[src/rtl/iwd_pkg.sv]
// Package: shared types for the I2C bus-hang watchdog.
// Assumes: nothing beyond the standard language.
package iwd_pkg;

    // Watchdog control states.
    typedef enum logic [1:0] {
        WD_IDLE  = 2'd0,
        WD_ARMED = 2'd1,
        WD_DROP  = 2'd2
    } wd_state_t;

endpackage

[src/rtl/iwd_line_sync.sv]
// Module: iwd_line_sync
// Brings the raw SCL/SDA pad levels into the clock domain through two flops
// each. Keeps one more stage of history, and flags start (SDA falls, SCL high)
// and stop (SDA rises, SCL high) as one-cycle pulses.
// Assumes: the bus idles high, so all stages reset to 1 and no false
// condition appears after reset. SCL must be high in both the current and the
// previous sample for a condition to count.
module iwd_line_sync #(
    parameter int SYNC_STAGES = 2
) (
    input  logic clk,
    input  logic rst_n,
    input  logic scl_in,
    input  logic sda_in,
    output logic start_det,
    output logic stop_det
);

    localparam int HIST = SYNC_STAGES + 1;

    logic [HIST-1:0] scl_pipe;
    logic [HIST-1:0] sda_pipe;

    // Shift both lines through the synchronizer and history stages.
    always_ff @(posedge clk) begin
        if (!rst_n) begin
            scl_pipe <= '1;
            sda_pipe <= '1;
        end else begin
            scl_pipe <= {scl_pipe[HIST-2:0], scl_in};
            sda_pipe <= {sda_pipe[HIST-2:0], sda_in};
        end
    end

    logic scl_now, scl_prev, sda_now, sda_prev;

    // Name the last synchronized sample and the one before it.
    always_comb begin
        scl_now  = scl_pipe[SYNC_STAGES-1];
        scl_prev = scl_pipe[SYNC_STAGES];
        sda_now  = sda_pipe[SYNC_STAGES-1];
        sda_prev = sda_pipe[SYNC_STAGES];
    end

    // Decode the bus conditions from SDA edges taken while SCL is held high.
    always_comb begin
        start_det = scl_now && scl_prev &&  sda_prev && !sda_now;
        stop_det  = scl_now && scl_prev && !sda_prev &&  sda_now;
    end

endmodule

[src/rtl/iwd_cond_flags.sv]
// Module: iwd_cond_flags
// Holds the start-seen and stop-seen flags. A start sets start-seen and
// clears stop-seen; a stop does the reverse. At most one is ever set.
// Assumes: start_det and stop_det are never high in the same cycle (they
// need opposite SDA edges).
module iwd_cond_flags (
    input  logic clk,
    input  logic rst_n,
    input  logic start_det,
    input  logic stop_det,
    output logic start_seen,
    output logic stop_seen
);

    // Track the most recent bus condition.
    always_ff @(posedge clk) begin
        if (!rst_n) begin
            start_seen <= 1'b0;
            stop_seen  <= 1'b0;
        end else if (start_det) begin
            start_seen <= 1'b1;
            stop_seen  <= 1'b0;
        end else if (stop_det) begin
            start_seen <= 1'b0;
            stop_seen  <= 1'b1;
        end
    end

endmodule

[src/rtl/iwd_poll_timer.sv]
// Module: iwd_poll_timer
// Prescaler that produces a one-cycle poll tick every TICK_DIV cycles while
// run is high. A restart pulse, or run low, returns the count to zero.
// Assumes: TICK_DIV >= 2.
module iwd_poll_timer #(
    parameter int TICK_DIV = 500000
) (
    input  logic clk,
    input  logic rst_n,
    input  logic run,
    input  logic restart,
    output logic tick
);

    localparam int DIV_W = (TICK_DIV > 1) ? $clog2(TICK_DIV) : 1;
    localparam logic [DIV_W-1:0] DIV_LAST = DIV_W'(TICK_DIV - 1);

    logic [DIV_W-1:0] div_cnt;

    // The tick fires on the last count of each period while running.
    always_comb begin
        tick = run && (div_cnt == DIV_LAST);
    end

    // Advance the prescaler, wrapping on a tick and clearing on restart.
    always_ff @(posedge clk) begin
        if (!rst_n) begin
            div_cnt <= '0;
        end else if (restart || !run || tick) begin
            div_cnt <= '0;
        end else begin
            div_cnt <= div_cnt + 1'b1;
        end
    end

endmodule

[src/rtl/iwd_guard_fsm.sv]
// Module: iwd_guard_fsm
// Arm / poll / drop control. A slave event arms the watchdog and zeroes the
// poll count. Each tick either disarms (stop seen) or counts one more poll.
// The POLL_LIMIT-th poll without a stop starts an enable drop of DROP_CYCLES
// cycles, after which the watchdog is idle again. A forced reset also sets
// the sticky timeout flag.
// Assumes: tick is only high while armed. Events during the drop are
// deliberately ignored.
module iwd_guard_fsm
    import iwd_pkg::*;
#(
    parameter int POLL_LIMIT  = 256,
    parameter int DROP_CYCLES = 4
) (
    input  logic clk,
    input  logic rst_n,
    input  logic slv_event,
    input  logic tick,
    input  logic stop_seen,
    input  logic tmo_clear,
    output logic armed,
    output logic engine_en,
    output logic tmo_sticky
);

    localparam int POLL_W  = (POLL_LIMIT > 1) ? $clog2(POLL_LIMIT) : 1;
    localparam int DROP_W  = (DROP_CYCLES > 1) ? $clog2(DROP_CYCLES) : 1;
    localparam logic [POLL_W-1:0] POLL_LAST = POLL_W'(POLL_LIMIT - 1);
    localparam logic [DROP_W-1:0] DROP_LAST = DROP_W'(DROP_CYCLES - 1);

    wd_state_t          state;
    logic [POLL_W-1:0]  poll_cnt;
    logic [DROP_W-1:0]  drop_cnt;
    logic               fire;

    // A forced reset happens on the last allowed tick with no stop and no re-arm.
    always_comb begin
        fire = (state == WD_ARMED) && !slv_event && tick &&
               !stop_seen && (poll_cnt == POLL_LAST);
    end

    // Main state, poll count and drop length control.
    always_ff @(posedge clk) begin
        if (!rst_n) begin
            state    <= WD_IDLE;
            poll_cnt <= '0;
            drop_cnt <= '0;
        end else begin
            case (state)
                WD_IDLE: begin
                    if (slv_event) begin
                        state    <= WD_ARMED;
                        poll_cnt <= '0;
                    end
                end
                WD_ARMED: begin
                    if (slv_event) begin
                        poll_cnt <= '0;
                    end else if (tick) begin
                        if (stop_seen) begin
                            state <= WD_IDLE;
                        end else if (poll_cnt == POLL_LAST) begin
                            state    <= WD_DROP;
                            drop_cnt <= '0;
                        end else begin
                            poll_cnt <= poll_cnt + 1'b1;
                        end
                    end
                end
                WD_DROP: begin
                    if (drop_cnt == DROP_LAST) begin
                        state <= WD_IDLE;
                    end else begin
                        drop_cnt <= drop_cnt + 1'b1;
                    end
                end
                default: state <= WD_IDLE;
            endcase
        end
    end

    // Sticky timeout flag: set by a forced reset, cleared by software.
    always_ff @(posedge clk) begin
        if (!rst_n) begin
            tmo_sticky <= 1'b0;
        end else if (fire) begin
            tmo_sticky <= 1'b1;
        end else if (tmo_clear) begin
            tmo_sticky <= 1'b0;
        end
    end

    // Decode the outputs from the state.
    always_comb begin
        armed     = (state == WD_ARMED);
        engine_en = (state != WD_DROP);
    end

endmodule

[src/rtl/i2c_hang_watchdog.sv]
// Module: i2c_hang_watchdog (top)
// Guards an I2C slave engine against holding the bus. It joins the line
// synchronizer, the condition flags, the poll prescaler and the control FSM.
// Assumes: slv_event is a one-cycle pulse in the clk domain; scl_in and
// sda_in may be asynchronous. The default TICK_DIV gives 4 ms at 125 MHz.
module i2c_hang_watchdog #(
    parameter int TICK_DIV    = 500000,
    parameter int POLL_LIMIT  = 256,
    parameter int DROP_CYCLES = 4
) (
    input  logic clk,
    input  logic rst_n,
    input  logic scl_in,
    input  logic sda_in,
    input  logic slv_event,
    input  logic tmo_clear,
    output logic engine_en,
    output logic wd_armed,
    output logic tmo_sticky,
    output logic start_seen,
    output logic stop_seen
);

    logic start_det;
    logic stop_det;
    logic tick;

    iwd_line_sync #(.SYNC_STAGES(2)) u_sync (
        .clk       (clk),
        .rst_n     (rst_n),
        .scl_in    (scl_in),
        .sda_in    (sda_in),
        .start_det (start_det),
        .stop_det  (stop_det)
    );

    iwd_cond_flags u_flags (
        .clk        (clk),
        .rst_n      (rst_n),
        .start_det  (start_det),
        .stop_det   (stop_det),
        .start_seen (start_seen),
        .stop_seen  (stop_seen)
    );

    iwd_poll_timer #(.TICK_DIV(TICK_DIV)) u_timer (
        .clk     (clk),
        .rst_n   (rst_n),
        .run     (wd_armed),
        .restart (slv_event),
        .tick    (tick)
    );

    iwd_guard_fsm #(
        .POLL_LIMIT  (POLL_LIMIT),
        .DROP_CYCLES (DROP_CYCLES)
    ) u_fsm (
        .clk        (clk),
        .rst_n      (rst_n),
        .slv_event  (slv_event),
        .tick       (tick),
        .stop_seen  (stop_seen),
        .tmo_clear  (tmo_clear),
        .armed      (wd_armed),
        .engine_en  (engine_en),
        .tmo_sticky (tmo_sticky)
    );

endmodule

[config.mk]
export PLATFORM = sky130hd
export DESIGN_NAME = i2c_hang_watchdog
export DESIGN_NICKNAME = d
export VERILOG_FILES = /design/src/rtl/iwd_pkg.sv /design/src/rtl/iwd_line_sync.sv /design/src/rtl/iwd_cond_flags.sv /design/src/rtl/iwd_poll_timer.sv /design/src/rtl/iwd_guard_fsm.sv /design/src/rtl/i2c_hang_watchdog.sv
export SDC_FILE = /design/constraint.sdc
export NUM_CORES = 1
export LEC_CHECK = 0
export ABC_CLOCK_PERIOD_IN_PS = 2180
export BUFFER_PORTS_ARGS = -buffer_cell sky130_fd_sc_hd__buf_2
export CAP_MARGIN = 10
export CORE_MARGIN = 8
export CORE_UTILIZATION = 40
export DETAILED_ROUTE_END_ITERATION = 8
export HOLD_SLACK_MARGIN = 0.08
export PLACE_DENSITY = 0.69
export RECOVER_POWER = 50
export SLEW_MARGIN = 20
export SYNTH_ARGS = -nofsm -noshare
export SYNTH_HDL_FRONTEND = slang
export SYNTH_SLANG_ARGS = --single-unit
[constraint.sdc]
create_clock -name clk -period 2.18 [get_ports clk]
set_input_delay 0.218 -clock clk [delete_from_list [all_inputs] [get_ports clk]]
set_output_delay 0.218 -clock clk [all_outputs]
set_load 0.01 [all_outputs]
=== Yosys cells after proc, flatten, opt, wreduce, memory -nomap -nowiden ===
Cells that the tools add are included.
Widths: inputs -> output; s select.

* Output and inout bits: 5
* Bits in registers: 40
* Logic and storage cells: 80
* Input port bits: 6

* Equal/unequal tests: 17
* Bitwise operators: 1
* Add/subtract/negate cells: 3
* Reductions and logical operators: 27
* Muxes and demuxes: 23

{| class="wikitable"
|+ Operators by type and width
! cell !! number
|-
| $mux 8 || 5
|-
| $mux 2 || 11
|-
| $add 19x1->19 const B || 1
|-
| $eq 19x19->1 const B || 1
|-
| $pmux 8 s2 || 1
|-
| $logic_and 1x1->1 || 10
|-
| $ne 2x2->1 const B || 5
|-
| $reduce_and 5->1 || 2
|-
| $add 8x1->8 const B || 1
|-
| $eq 8x8->1 const B || 1
|-
| $reduce_bool 2->1 || 4
|-
| $ne 2x1->1 const B || 3
|-
| $ne 3x2->1 const B || 2
|-
| $ne 3x3->1 const B || 2
|-
| $pmux 2 s3 || 1
|-
| $reduce_and 6->1 || 1
|-
| $logic_not 1->1 || 5
|-
| $eq 2x2->1 const B || 2
|-
| $mux 1 || 4
|-
| $pmux 2 s2 || 1
|-
| $reduce_or 2->1 || 2
|-
| $add 2x1->2 const B || 1
|-
| $eq 2x1->1 const B || 1
|-
| $logic_not 2->1 || 1
|-
| other kinds (2) || 3
|}

=== Logic depth before layout (Yosys ltp) ===
Gate-level depths: netlist of run 1.

* Depth after elaboration: 6
* Gate-level depth with buffers: 8
* Depth with buffers taken out: 6

=== By module ===
From an unflattened synthesis of run 1, not the netlist that was laid out.

* Cells, all modules: 195
* Area, all modules: 1825.5 µm²

{| class="wikitable"
|+ Modules (own cells, without submodules)
! module !! cells an instance !! sequential area each (µm²) !! area an instance (µm²) !! instances
|-
| iwd_poll_timer || 99 || 380.4 || 885.8 || 1
|-
| iwd_guard_fsm || 76 || 260.2 || 691.9 || 1
|-
| iwd_line_sync || 14 || 120.1 || 177.7 || 1
|-
| iwd_cond_flags || 6 || 40.0 || 70.1 || 1
|}

=== Worst setup path before layout of run 1 ===
Ideal clock, no wire load.

* Path type: reg-to-reg
* From: register u_timer.div_cnt[6]
* To: register u_fsm.poll_cnt[4]
* Slack: -0.240 ns
* Stages on the path, launching flop included: 8
* Data required time: 2.096 ns
* Buffers on the path: 2
* Clock period less this slack: 2.420 ns
* Library setup time: 0.084 ns
* Arrival time: 2.335 ns
* Cell sequence: dfxtp_1 > or4b_1 > or4_1 > buf_2 > or2_0 > buf_2 > or3_4 > o31ai_2

* Cells in the longest elaborated chain, start to end: 4

{| class="wikitable"
|+ RTL lines
! element !! line !! RTL
|-
| start, declared || iwd_poll_timer.sv:18 || <nowiki>logic [DIV_W-1:0] div_cnt;</nowiki>
|-
| start signal, assigned || iwd_poll_timer.sv:32 || <nowiki>div_cnt <= div_cnt + 1'b1;</nowiki>
|-
| $eq 19x19->1 || iwd_poll_timer.sv:22 || <nowiki>tick = run && (div_cnt == DIV_LAST);</nowiki>
|-
| $logic_and 1x1->1 || iwd_poll_timer.sv:22 ||
|-
| $ne 3x2->1 (no source line) || n/a ||
|-
| $reduce_and 5->1 (no source line) || n/a ||
|-
| end signal, assigned || iwd_guard_fsm.sv:66 || <nowiki>poll_cnt <= poll_cnt + 1'b1;</nowiki>
|-
| end, declared || iwd_guard_fsm.sv:32 || <nowiki>logic [POLL_W-1:0] poll_cnt;</nowiki>
|}

No other way between the ends.
A chain may end at the register's enable or synchronous reset.

=== Final worst setup path of run 1 ===
* From: register u_timer.div_cnt[14]
* To: register u_fsm.poll_cnt[5]

The elaborated chain is that of the path after synthesis.

==> summary.md, run 1 <==
| Metric | Value |
|---|---|
| Pwr dens | 680 mW/mm² |
| Cell taking the most area after synthesis | dfxtp_1 |
| Initial antenna violation count | 0 |
| Fmax | about 420 MHz |
| Nets | 263 |
| Worst EP arrival | 2610 ps |
| Die Area | 0.00717 mm² |
| Launching point of the worst reg2reg path | u_timer.div_cnt[14]$_SDFF_PP0_ |
| Layout cell share with drive strength beyond 1 | 0.227 |
| Wire length per cell | 14.6 µm |
| Most frequent cells in the layout | 37 x dfxtp_1, 28 x nor2_1, 19 x buf_4 |
| Area share of fa/ha/maj cells after synthesis | 0.0199 |
| Hold buffers post-CTS | 0 |
| Unrepaired setup endpoints after global routing | yes |
| Final period demand of the worst path | between 2000 and 2500 ps |
| Worst Skew | 7.20 ps |
| Clock slew at reported path FFs | about 80 ps |
| Mapped Cells | 221 |
| Die Y | 84.7 µm |
| Endpoints failing hold | 0 |
| Synth Area in Simple Gates | 0.343 |
| Number of synthesized register bits | 40 |
| Largest stage delay on the critical path | 560 ps |
| Endpoints failing setup | 24 |
| Synthesized area | between 0.0015 and 0.002 mm² |
| # diodes | 0 |
| Worst slew margin | 0.418 |
| Vias in the first global route | 1612 |
| Worst Path Required | 2430 ps |
| R2R cell count | 5 |
| Critical R2R Capture | u_fsm.poll_cnt[5]$_SDFFE_PN0P_ |
| Die W | 84.7 µm |
| Clock latency on the worst-skew pair | approximately 300 ps |
| Area Growth Syn to Fin | 29.0% |
| CP startpoint | u_timer.div_cnt[14]$_SDFF_PP0_ |
| Clk buf depth | 2 |
| Tcrit/Tclk final | 1.08 |
| Pleak | 0.934 nW |
| Layout fillers | 429 |
| Setup crit end kind | register |
| Post-synth ARST share | 0 |
| Cell variety after synth | 43 |
| DRC viols | 0 |
| Failing checks | negative setup slack |
| Top cell by count, worst path | or4_4 |
| Global-route wire length before repair | approximately 7.4 mm |
| Total GRT Usage | 0.124 |
| Compound-Gate Fraction of Synth Area | 0.105 |
| Placed Area | 0.00215 mm² |
| Worst-path fanout max | 4 |
| Hold Path Cell Cnt | 2 |
| Antenna viol nets, final | 0 |
| Via Count | 1707 |
| Yosys warns | 0 |
| Post-synthesis xor/xnor area fraction | 0.0789 |
| Hold Path Class | primary input to register |
| Post-route cell area | around 0.0024 mm² |
| Mux cell area share after synthesis | 0.00530 |
| Drt pass-1 iters | 5 |
| Sink Count | 40 |
| Htree depth | 2 |
| Initial DRC Count | 115 |
| Hold Startpoint | scl_in |
| Setup TNS | -1360 ps |
| Synth top area cells | dfxtp_1 42%, nor2_1 5.6%, xor2_1 4.6%, nand2b_1 4.0%, nand3_1 4.0% |
| Most common cell after layout, fill and taps aside | dfxtp_1 |
| CP Launch Type | register |
| Initial Util | 0.408 |
| Outcome | finished, violations left |
| Crit Path Class | register to register |
| Top FF cell, synth | dfxtp_1 |
| Grt ovf | 0 |
| Final worst setup slack | -181 ps |
| CP max-delay cell | or4_4 |
| Internal reg-to-reg setup slack | -180 ps |
| Cell-by-cell trace of the critical path | or4b_4 > or4_4 > or4_4 > or3_4 > nand3_2 |
| Port bufs | 10 |
| Cell row count | 25 |
| Post-DP HPWL | 3.00 mm |
| Max-cap violations | 0 |
| Sequential fraction of the synthesis area | 0.424 |
| Syn_area_per_cell | 8.54 µm² |
| Destination of the worst hold path | u_sync.scl_pipe[0]$_SDFF_PN1_ |
| Clock root buffer | clkbuf_8 |
| Core area | 0.00463 mm² |
| TritonCTS clock tree | done |
| Drt total wl | 4.51 mm |
| Main combinational cell family by area after synthesis | simple AND/OR/NAND/NOR gates |
| Synth top area share | 0.424 |
| Post-Syn Nets | 230 |
| Gpl congestion | 0.857 |
| Vias/cell | 5.52 |
| Least-Margin Pin Slew | ~870 ps |
| EDFF count, synth | 0 |
| Worst IR Drop VDD | 536 µV |
| Io pins | 11 |
| Largest net degree at the start of global routing | 22 |
| Num CTS Buffers | 5 |
| Slew Limit Fails | 0 |
power by group:
part / total (mW) / switching, mW / internal [mW]
clock network: 0.847 / 0.274 / 0.573
registers: 0.745 / 0.00724 / 0.738
logic: 0.0623 / 0.0346 / 0.0278
total: 1.65 / 0.316 / 1.34
metrics by stage:
| step | power (mW) | utilization | std cells | hold WS [ps] | setup slack [ps] |
|---|---|---|---|---|---|
| 5_1_grt | 1.71 | 0.526 | 309 | 74.6 | -236 |
| 3_3_place_gp | 0.820 | 0.464 | 299 | 390 | -151 |
| 3_5_place_dp | 0.820 | 0.464 | 299 | 392 | -228 |
| 2_1_floorplan | 0.797 | - | 221 | 319 | -201 |
| 4_1_cts | 1.66 | 0.507 | 307 | 89.2 | -174 |
| 6_report | 1.65 | 0.526 | 309 | 88.1 | -181 |
cell type report:
class,instances,area [µm²],share of cell area
tap,54,67.6,0.0277
multi-input combinational,170,1120,0.461
timing repair buffer,33,265,0.109
sequential,40,805,0.330
clock buffer,5,68.8,0.0283
inverter,4,15.0,0.00617
clock inverter,3,90.1,0.0370
worst max-delay path by stage:
stage / endpoint / cells past startpoint
after global routing: u_fsm.poll_cnt[5]$_SDFFE_PN0P_ / 5
after global placement: u_fsm.poll_cnt[4]$_SDFFE_PN0P_ / 5
final: u_fsm.poll_cnt[5]$_SDFFE_PN0P_ / 5
after floorplan: u_fsm.poll_cnt[4]$_SDFFE_PN0P_ / 7
after detailed placement: u_fsm.poll_cnt[7]$_SDFFE_PN0P_ / 6
after CTS: u_fsm.poll_cnt[4]$_SDFFE_PN0P_ / 5
flip-flops by register name, summed over array words and instances (netlist names):
name and count:
u_flags.stop_seen 1, u_fsm.tmo_sticky 1, u_fsm.poll_cnt 8, u_fsm.state 2, u_fsm.drop_cnt 2, u_flags.start_seen 1, u_sync.sda_pipe 3, u_sync.scl_pipe 3
u_timer.div_cnt 19
worst max-delay path: cells and delay by family (launching register included):
family / cells / cell delay [ps]
flops: 1 / 310
simple gates: 5 / 2000
kinds of logic (layout without fill, tap and decap cells):
kind of cell    count (synthesis)  in the layout
fa+ha+maj                       3              3
mux                             1              1
xor+xnor                       17             17
compound gates                 30             30
buf+inv                        11             45
simple gates                  119            119
flops                          40             40
layer usage:
metal / global-route usage / up-vias / part of all wire
met5: 0 / - / 0
met4: 0.0518 / 0 / 0.0082
met3: 0.0332 / 4 / 0.050
met2: 0.197 / 42 / 0.47
met1: 0.154 / 804 / 0.48
li1: - / 857 / -
cells in the mapped netlist (all sizes together) (4+ instances only):
library cell  number
and3               8
clkbuf             4
dfxtp             40
inv                4
nand2             18
nand2b            12
nand3             15
nand4              8
nor2              28
nor4               4
o21ai             13
or3                4
xnor2              7
xor2              10
repair_timing:
item | in CTS | in global routing
setup endpoints to repair | 27 | 28
cloned | 0 | 1
gates resized for setup | 9 | 11
pin swaps | 3 | 9
setup buffers | 0 | 1
Power figures use the tool's default switching activity.
==> inputs of run 2 (changes only) <==
Settings changed: BUFFER_PORTS_ARGS -buffer_cell sky130_fd_sc_hd__buf_2 to -buffer_cell sky130_fd_sc_hd__buf_4.
==> summary.md, run 2 (synthesis gave the netlist of run 1 again) <==
| Metric | Value |
|---|---|
| Outcome | finished, violations left (unchanged) |
| Failing checks | negative setup slack (unchanged) |
| Die Y | 84.7 µm (unchanged) |
| Setup crit end kind | register (unchanged) |
| CP max-delay cell | or4_4 (unchanged) |
| DRC viols | 0 (unchanged) |
| Hold buffers post-CTS | 0 (unchanged) |
| Antenna viol nets, final | 0 (unchanged) |
| Largest regs | u_timer.div_cnt (19), u_fsm.poll_cnt (8) (unchanged) |
| Worst-path fanout max | 5 (was 4) |
| Worst Skew | 13.3 ps (was 7.20 ps) |
| Vias in the first global route | 1563 (was 1612) |
| Die Area | 0.00717 mm² (unchanged) |
| CP top delay family | simple AND/OR/NAND/NOR gates (unchanged) |
| Internal reg-to-reg setup slack | -150 ps (was -180 ps) |
| Global-route wire length before repair | 7.55 mm (was 7.38 mm) |
| Grt ovf | 0 (unchanged) |
| Clock slew at reported path FFs | 90 ps (was 80 ps) |
| Most common cell after layout, fill and taps aside | dfxtp_1 (unchanged) |
| Placed Area | 0.00219 mm² (was 0.00215 mm²) |
| Multi-input logic area | 0.00112 mm² (about the same) |
| Core area | 0.00463 mm² (unchanged) |
| CP Launch Type | register (unchanged) |
| Worst slew margin | 0.453 (was 0.418) |
| Gpl congestion | 0.894 (was 0.857) |
| Io pins | 11 (unchanged) |
| CP bufs+invs | 0 (unchanged) |
| Drt pass-1 iters | 4 (was 5) |
| Final core utilization | 0.521 (was 0.526) |
| Unrepaired setup endpoints after global routing | yes (unchanged) |
| Max-cap violations | 0 (unchanged) |
| Hold Path Class | primary input to register (unchanged) |
| Num CTS Buffers | 5 (unchanged) |
| Area Growth Syn to Fin | 27.8% (was 29.0%) |
| Worst IR Drop VDD | 356 µV (was 536 µV) |
| Crit path to | u_fsm.poll_cnt[4]$_SDFFE_PN0P_ (was u_fsm.poll_cnt[5]$_SDFFE_PN0P_) |
| Reg with most FFs | u_timer.div_cnt (unchanged) |
| Critical R2R Capture | u_fsm.poll_cnt[4]$_SDFFE_PN0P_ (was u_fsm.poll_cnt[5]$_SDFFE_PN0P_) |
| CP startpoint | u_timer.div_cnt[5]$_SDFF_PP0_ (was u_timer.div_cnt[14]$_SDFF_PP0_) |
| Hold Startpoint | scl_in (unchanged) |
| Via Count | 1686 (was 1707) |
| Clock root buffer | clkbuf_8 (unchanged) |
| Fmax | 429 MHz (was 424 MHz) |
| Die W | 84.7 µm (unchanged) |
| Port bufs | 10 (unchanged) |
| Tcrit/Tclk final | 1.07 (was 1.08) |
| Pwr dens | 594 mW/mm² (was 680 mW/mm²) |
| Initial antenna violation count | 0 (unchanged) |
| Post-DP HPWL | 2.98 mm (was 3.00 mm) |
| Largest stage delay on the critical path | 570 ps (was 560 ps) |
| Clk buf depth | 2 (unchanged) |
| Least-Margin Pin Slew | 821 ps (was 873 ps) |
| Largest net degree at the start of global routing | 22 (unchanged) |
| Layout fillers | 439 (was 429) |
| Post-route cell area | 0.00241 mm² (was 0.00243 mm²) |
| Worst EP arrival | 2560 ps (was 2610 ps) |
| Drt total wl | 4.36 mm (was 4.51 mm) |
| Final period demand of the worst path | 2330 ps (was 2360 ps) |
| Slew Limit Fails | 0 (unchanged) |
| Cells after DPL | 301 (was 299) |
| Most frequent cells in the layout | 36 x dfxtp_1, 30 x buf_4, 28 x nor2_1 (was 37 x dfxtp_1, 28 x nor2_1, 19 x buf_4) |
| Register area | 806 µm² (was 805 µm²) |
| Cell-by-cell trace of the critical path | or4b_1 > or4_4 > or2_4 > or3_4 > o31ai_2 (was or4b_4 > or4_4 > or4_4 > or3_4 > nand3_2) |
| Hold Slack | 91.4 ps (was 88.1 ps) |
| Htree depth | 2 (unchanged) |
| Endpoints failing setup | 9 (was 24) |
| Vias/cell | 5.42 (was 5.52) |
| Worst Path Required | 2410 ps (was 2430 ps) |
| Sink Count | 40 (unchanged) |
| Max FFs per register | 19 (unchanged) |
| Layout cell share with drive strength beyond 1 | 0.245 (was 0.227) |
| Launching point of the worst reg2reg path | u_timer.div_cnt[5]$_SDFF_PP0_ (was u_timer.div_cnt[14]$_SDFF_PP0_) |
| Total GRT Usage | 0.129 (was 0.124) |
| Pleak | 0.917 nW (was 0.934 nW) |
| Nets | 265 (was 263) |
| Initial DRC Count | 101 (was 115) |
| Crit Path Class | register to register (unchanged) |
| Clock latency on the worst-skew pair | 300 ps (about the same) |
| TritonCTS clock tree | done (unchanged) |
| R2R cell count | 5 (unchanged) |
| Endpoints failing hold | 0 (unchanged) |
| # diodes | 0 (unchanged) |
| CP Depth | 5 (unchanged) |
| Non-Filler Instances | 311 (was 309) |
| Cell row count | 25 (unchanged) |
| Final worst setup slack | -149 ps (was -181 ps) |
| Initial Util | 0.408 (unchanged) |
| Wire length per cell | 14.0 µm (was 14.6 µm) |
## run 2: worst min path at each step
| stage | to | slack [ps] | depth (start not counted) |
|---|---|---|---|
| 2_1_floorplan | u_sync.scl_pipe[0]$_SDFF_PN1_ | 320 | 1 |
| 4_1_cts | u_sync.scl_pipe[0]$_SDFF_PN1_ | 90 | 2 |
| 6_report | u_sync.scl_pipe[0]$_SDFF_PN1_ | 90 | 2 |
| 3_3_place_gp | u_sync.scl_pipe[1]$_SDFF_PN1_ | 390 | 1 |
| 5_1_grt | u_sync.scl_pipe[0]$_SDFF_PN1_ | 90 | 2 |
| 3_5_place_dp | u_sync.sda_pipe[1]$_SDFF_PN1_ | 400 | 1 |
## run 2: worst register-to-register path, delay by kind of cell, from the launching register on
family | cells | cell delay (ps)
DFF | 1 | 320
and+or+nand+nor | 4 | 1770
AOI/OAI and AO/OA | 1 | 170
## run 2: what timing repair did
item,in CTS,in global routing
buffers inserted,1,1
pin swaps,4,5
cloned,1,0
resized for setup,12,10
endpoints found under the setup margin,27,29
hold endpoints to repair,0,0
## run 2: metrics by stage
stage | setup TNS (ps) | setup slack [ps] | power [mW]
final | -700 | -149 | 1.43
after global placement | -2620 | -163 | 0.824
after floorplan | -1650 | -201 | 0.797
after detailed placement | -3700 | -212 | 0.825
after CTS | -545 | -141 | 1.44
after global routing | -1790 | -208 | 1.49
## run 2: layout make-up
class | count | share of cell area
Clock inverter | 3 | 0.0176
Tap cell | 54 | 0.0280
Inverter | 4 | 0.00622
Timing Repair Buffer | 35 | 0.121
Clock buffer | 5 | 0.0285
Multi-Input combinational cell | 170 | 0.465
Sequential cell | 40 | 0.334
## run 2: power breakdown
part           leakage [nW]  internal [mW]  switching [mW]  total, mW
logic                 0.537         0.0327          0.0356     0.0683
clock network        0.0541          0.339           0.280      0.619
registers             0.326          0.738         0.00728      0.745
## run 2: layer usage
metal / up-vias / track usage / share of wire
li1: 857 / - / -
met1: 791 / 0.159 / 0.46
met2: 33 / 0.202 / 0.47
met3: 5 / 0.0478 / 0.056
met4: 0 / 0.0405 / 0.011
met5: - / 0 / 0
==> inputs of run 3 (changes only) <==
Settings changed: RECOVER_POWER 50 to 100.
==> summary.md, run 3 (synthesis gave the netlist of run 1 again) <==
| Metric | Value |
|---|---|
| Outcome | finished, violations left (unchanged) |
| Failing checks | negative setup slack (unchanged) |
| Crit Path Class | register to register (unchanged) |
| Sink Count | 40 (unchanged) |
| Internal reg-to-reg setup slack | -150 ps (about the same) |
| Layout fillers | 447 (was 439) |
| Reg power frac | 0.522 (was 0.520) |
| Die Y | 84.7 µm (unchanged) |
| Worst EP arrival | 2560 ps (about the same) |
| Gpl congestion | 0.894 (unchanged) |
| Pwr dens | 597 mW/mm² (was 594 mW/mm²) |
| Initial DRC Count | 115 (was 101) |
| Final period demand of the worst path | 2330 ps (about the same) |
| Destination of the worst hold path | u_sync.scl_pipe[0]$_SDFF_PN1_ (unchanged) |
| Launching point of the worst reg2reg path | u_timer.div_cnt[5]$_SDFF_PP0_ (unchanged) |
| Unrepaired setup endpoints after global routing | yes (unchanged) |
| Final worst setup slack | -149 ps (about the same) |
| Most common cell after layout, fill and taps aside | dfxtp_1 (unchanged) |
| DRC viols | 0 (unchanged) |
| Post-route cell area | 0.00239 mm² (was 0.00241 mm²) |
| Pleak | 0.898 nW (was 0.917 nW) |
| Clock power frac | 0.433 (was 0.432) |
| Reg with most FFs | u_timer.div_cnt (unchanged) |
| # diodes | 0 (unchanged) |
| Num CTS Buffers | 5 (unchanged) |
| Max-cap violations | 0 (unchanged) |
| Hold Path Class | primary input to register (unchanged) |
| Largest net degree at the start of global routing | 22 (unchanged) |
| Register area | 806 µm² (unchanged) |
| Least-Margin Pin Slew | 817 ps (was 821 ps) |
| Hold Slack | 91.6 ps (was 91.4 ps) |
| Worst Path Required | 2410 ps (about the same) |
| Sw frac | 0.226 (was 0.225) |
| Initial Util | 0.408 (unchanged) |
| CP Launch Type | register (unchanged) |
| Combinational Power Share | 0.045 (was 0.048) |
| Via Count | 1687 (was 1686) |
| Global-route wire length before repair | 7.55 mm (unchanged) |
| Vias in the first global route | 1563 (unchanged) |
| Drt pass-1 iters | 4 (unchanged) |
| Post-DP HPWL | 2.98 mm (unchanged) |
| Clk buf depth | 2 (unchanged) |
| Worst slew margin | 0.455 (was 0.453) |
| Area Growth Syn to Fin | 26.8% (was 27.8%) |
| Endpoints failing setup | 9 (unchanged) |
| Htree depth | 2 (unchanged) |
| Initial antenna violation count | 0 (unchanged) |
| Setup TNS | -704 ps (was -700 ps) |
| Antenna viol nets, final | 0 (unchanged) |
| Io pins | 11 (unchanged) |
| Vias/cell | 5.42 (about the same) |
| Most frequent cells in the layout | 36 x dfxtp_1, 28 x nor2_1, 24 x buf_4 (was 36 x dfxtp_1, 30 x buf_4, 28 x nor2_1) |
| Max FFs per register | 19 (unchanged) |
| Hold Startpoint | scl_in (unchanged) |
| Clock latency on the worst-skew pair | 300 ps (about the same) |
| Int Power | 1.11 mW (about the same) |
| Wire length per cell | 14.0 µm (about the same) |
| Critical R2R Capture | u_fsm.poll_cnt[4]$_SDFFE_PN0P_ (unchanged) |
| Hold Path Cell Cnt | 2 (unchanged) |
| R2R cell count | 5 (unchanged) |
| Grt ovf | 0 (unchanged) |
| Layout cell share with drive strength beyond 1 | 0.226 (was 0.245) |
| Slew Limit Fails | 0 (unchanged) |
| Clock root buffer | clkbuf_8 (unchanged) |
| Nets | 265 (unchanged) |
| Port bufs | 10 (unchanged) |
| Power Total | 1.43 mW (about the same) |
| Core area | 0.00463 mm² (unchanged) |
| Endpoints failing hold | 0 (unchanged) |
| Worst IR Drop VDD | 356 µV (about the same) |
| TritonCTS clock tree | done (unchanged) |
| Die W | 84.7 µm (unchanged) |
| Worst-path fanout max | 5 (unchanged) |
| Placed Area | 0.00219 mm² (unchanged) |
| Cell row count | 25 (unchanged) |
| Clock slew at reported path FFs | 90 ps (about the same) |
| Drt total wl | 4.36 mm (about the same) |
| Setup crit end kind | register (unchanged) |
| Total GRT Usage | 0.129 (unchanged) |
| Sw power | 0.322 mW (was 0.323 mW) |
| Largest regs | u_timer.div_cnt (19), u_fsm.poll_cnt (8) (unchanged) |
| Multi-input logic area | 0.00112 mm² (unchanged) |
| Tcrit/Tclk final | 1.07 (about the same) |
| Die Area | 0.00717 mm² (unchanged) |
| Fmax | 429 MHz (about the same) |
| Worst Skew | 13.3 ps (about the same) |
==> run 3: changes by cell type in the layout (fill, tap and decap cells not counted) <==
cell	delta
clkbuf_4	+1
buf_4	-6
clkbuf_1	+5
==> run 3: per-stage QoR <==
stage | utilization | cells | worst slack (ps)
after floorplan | - | 221 | -201
after global placement | 0.473 | 301 | -163
after detailed placement | 0.473 | 301 | -212
after CTS | 0.515 | 311 | -141
after global routing | 0.517 | 311 | -208
final | 0.517 | 311 | -149
==> run 3: how the worst max path moves through the flow <==
stage / from / endpoint / slack, ps / cells after the start
finish: u_timer.div_cnt[5]$_SDFF_PP0_ / u_fsm.poll_cnt[4]$_SDFFE_PN0P_ / -150 / 5
detailed placement: u_timer.div_cnt[5]$_SDFF_PP0_ / u_fsm.poll_cnt[4]$_SDFFE_PN0P_ / -210 / 5
global placement: u_timer.div_cnt[5]$_SDFF_PP0_ / u_fsm.poll_cnt[4]$_SDFFE_PN0P_ / -160 / 5
CTS: u_timer.div_cnt[7]$_SDFF_PP0_ / u_fsm.poll_cnt[5]$_SDFFE_PN0P_ / -140 / 5
floorplan: u_timer.div_cnt[5]$_SDFF_PP0_ / u_fsm.poll_cnt[4]$_SDFFE_PN0P_ / -200 / 7
global route: u_timer.div_cnt[5]$_SDFF_PP0_ / u_fsm.poll_cnt[5]$_SDFFE_PN0P_ / -210 / 5
==> run 3: worst max-delay path, stage by stage, from the launching register on <==
cell	delay, ps
dfxtp_2	320
or4b_1	500
or4_4	570
or2_4	290
or3_4	400
o31ai_2	170
==> run 3: repair_timing <==
| item | 4_1_cts | 5_1_grt |
|---|---|---|
| pin swaps | 4 | 5 |
| hold buffers | 0 | 0 |
| endpoints found under the setup margin | 27 | 29 |
| cloned | 1 | 0 |
| resized for setup | 12 | 10 |
| buffers inserted | 1 | 1 |
==> run 3: power by group through the flow <==
stage | clock (mW) | combinational (mW) | sequential, mW
after floorplan | 0 | 0.0358 | 0.761
after global placement | 0 | 0.0613 | 0.762
after detailed placement | 0 | 0.0620 | 0.763
after CTS | 0.628 | 0.0675 | 0.745
after global routing | 0.663 | 0.0719 | 0.747
final | 0.619 | 0.0647 | 0.745
==> run 3: area by class of cell <==
cell class | count | share of cell area
sequential | 40 | 0.336
multi-input combinational | 170 | 0.469
timing repair buffer | 35 | 0.114
tap | 54 | 0.0282
clock inverter | 3 | 0.0178
inverter | 4 | 0.00627
clock buffer | 5 | 0.0287
==> run 3: metal layers <==
layer  global-route usage  wire, µm  part of all wire
met1                0.159      2060              0.47
met2                0.202      2030              0.47
met3               0.0478       222             0.051
met4               0.0405        48             0.011
met5                    0         0                 0
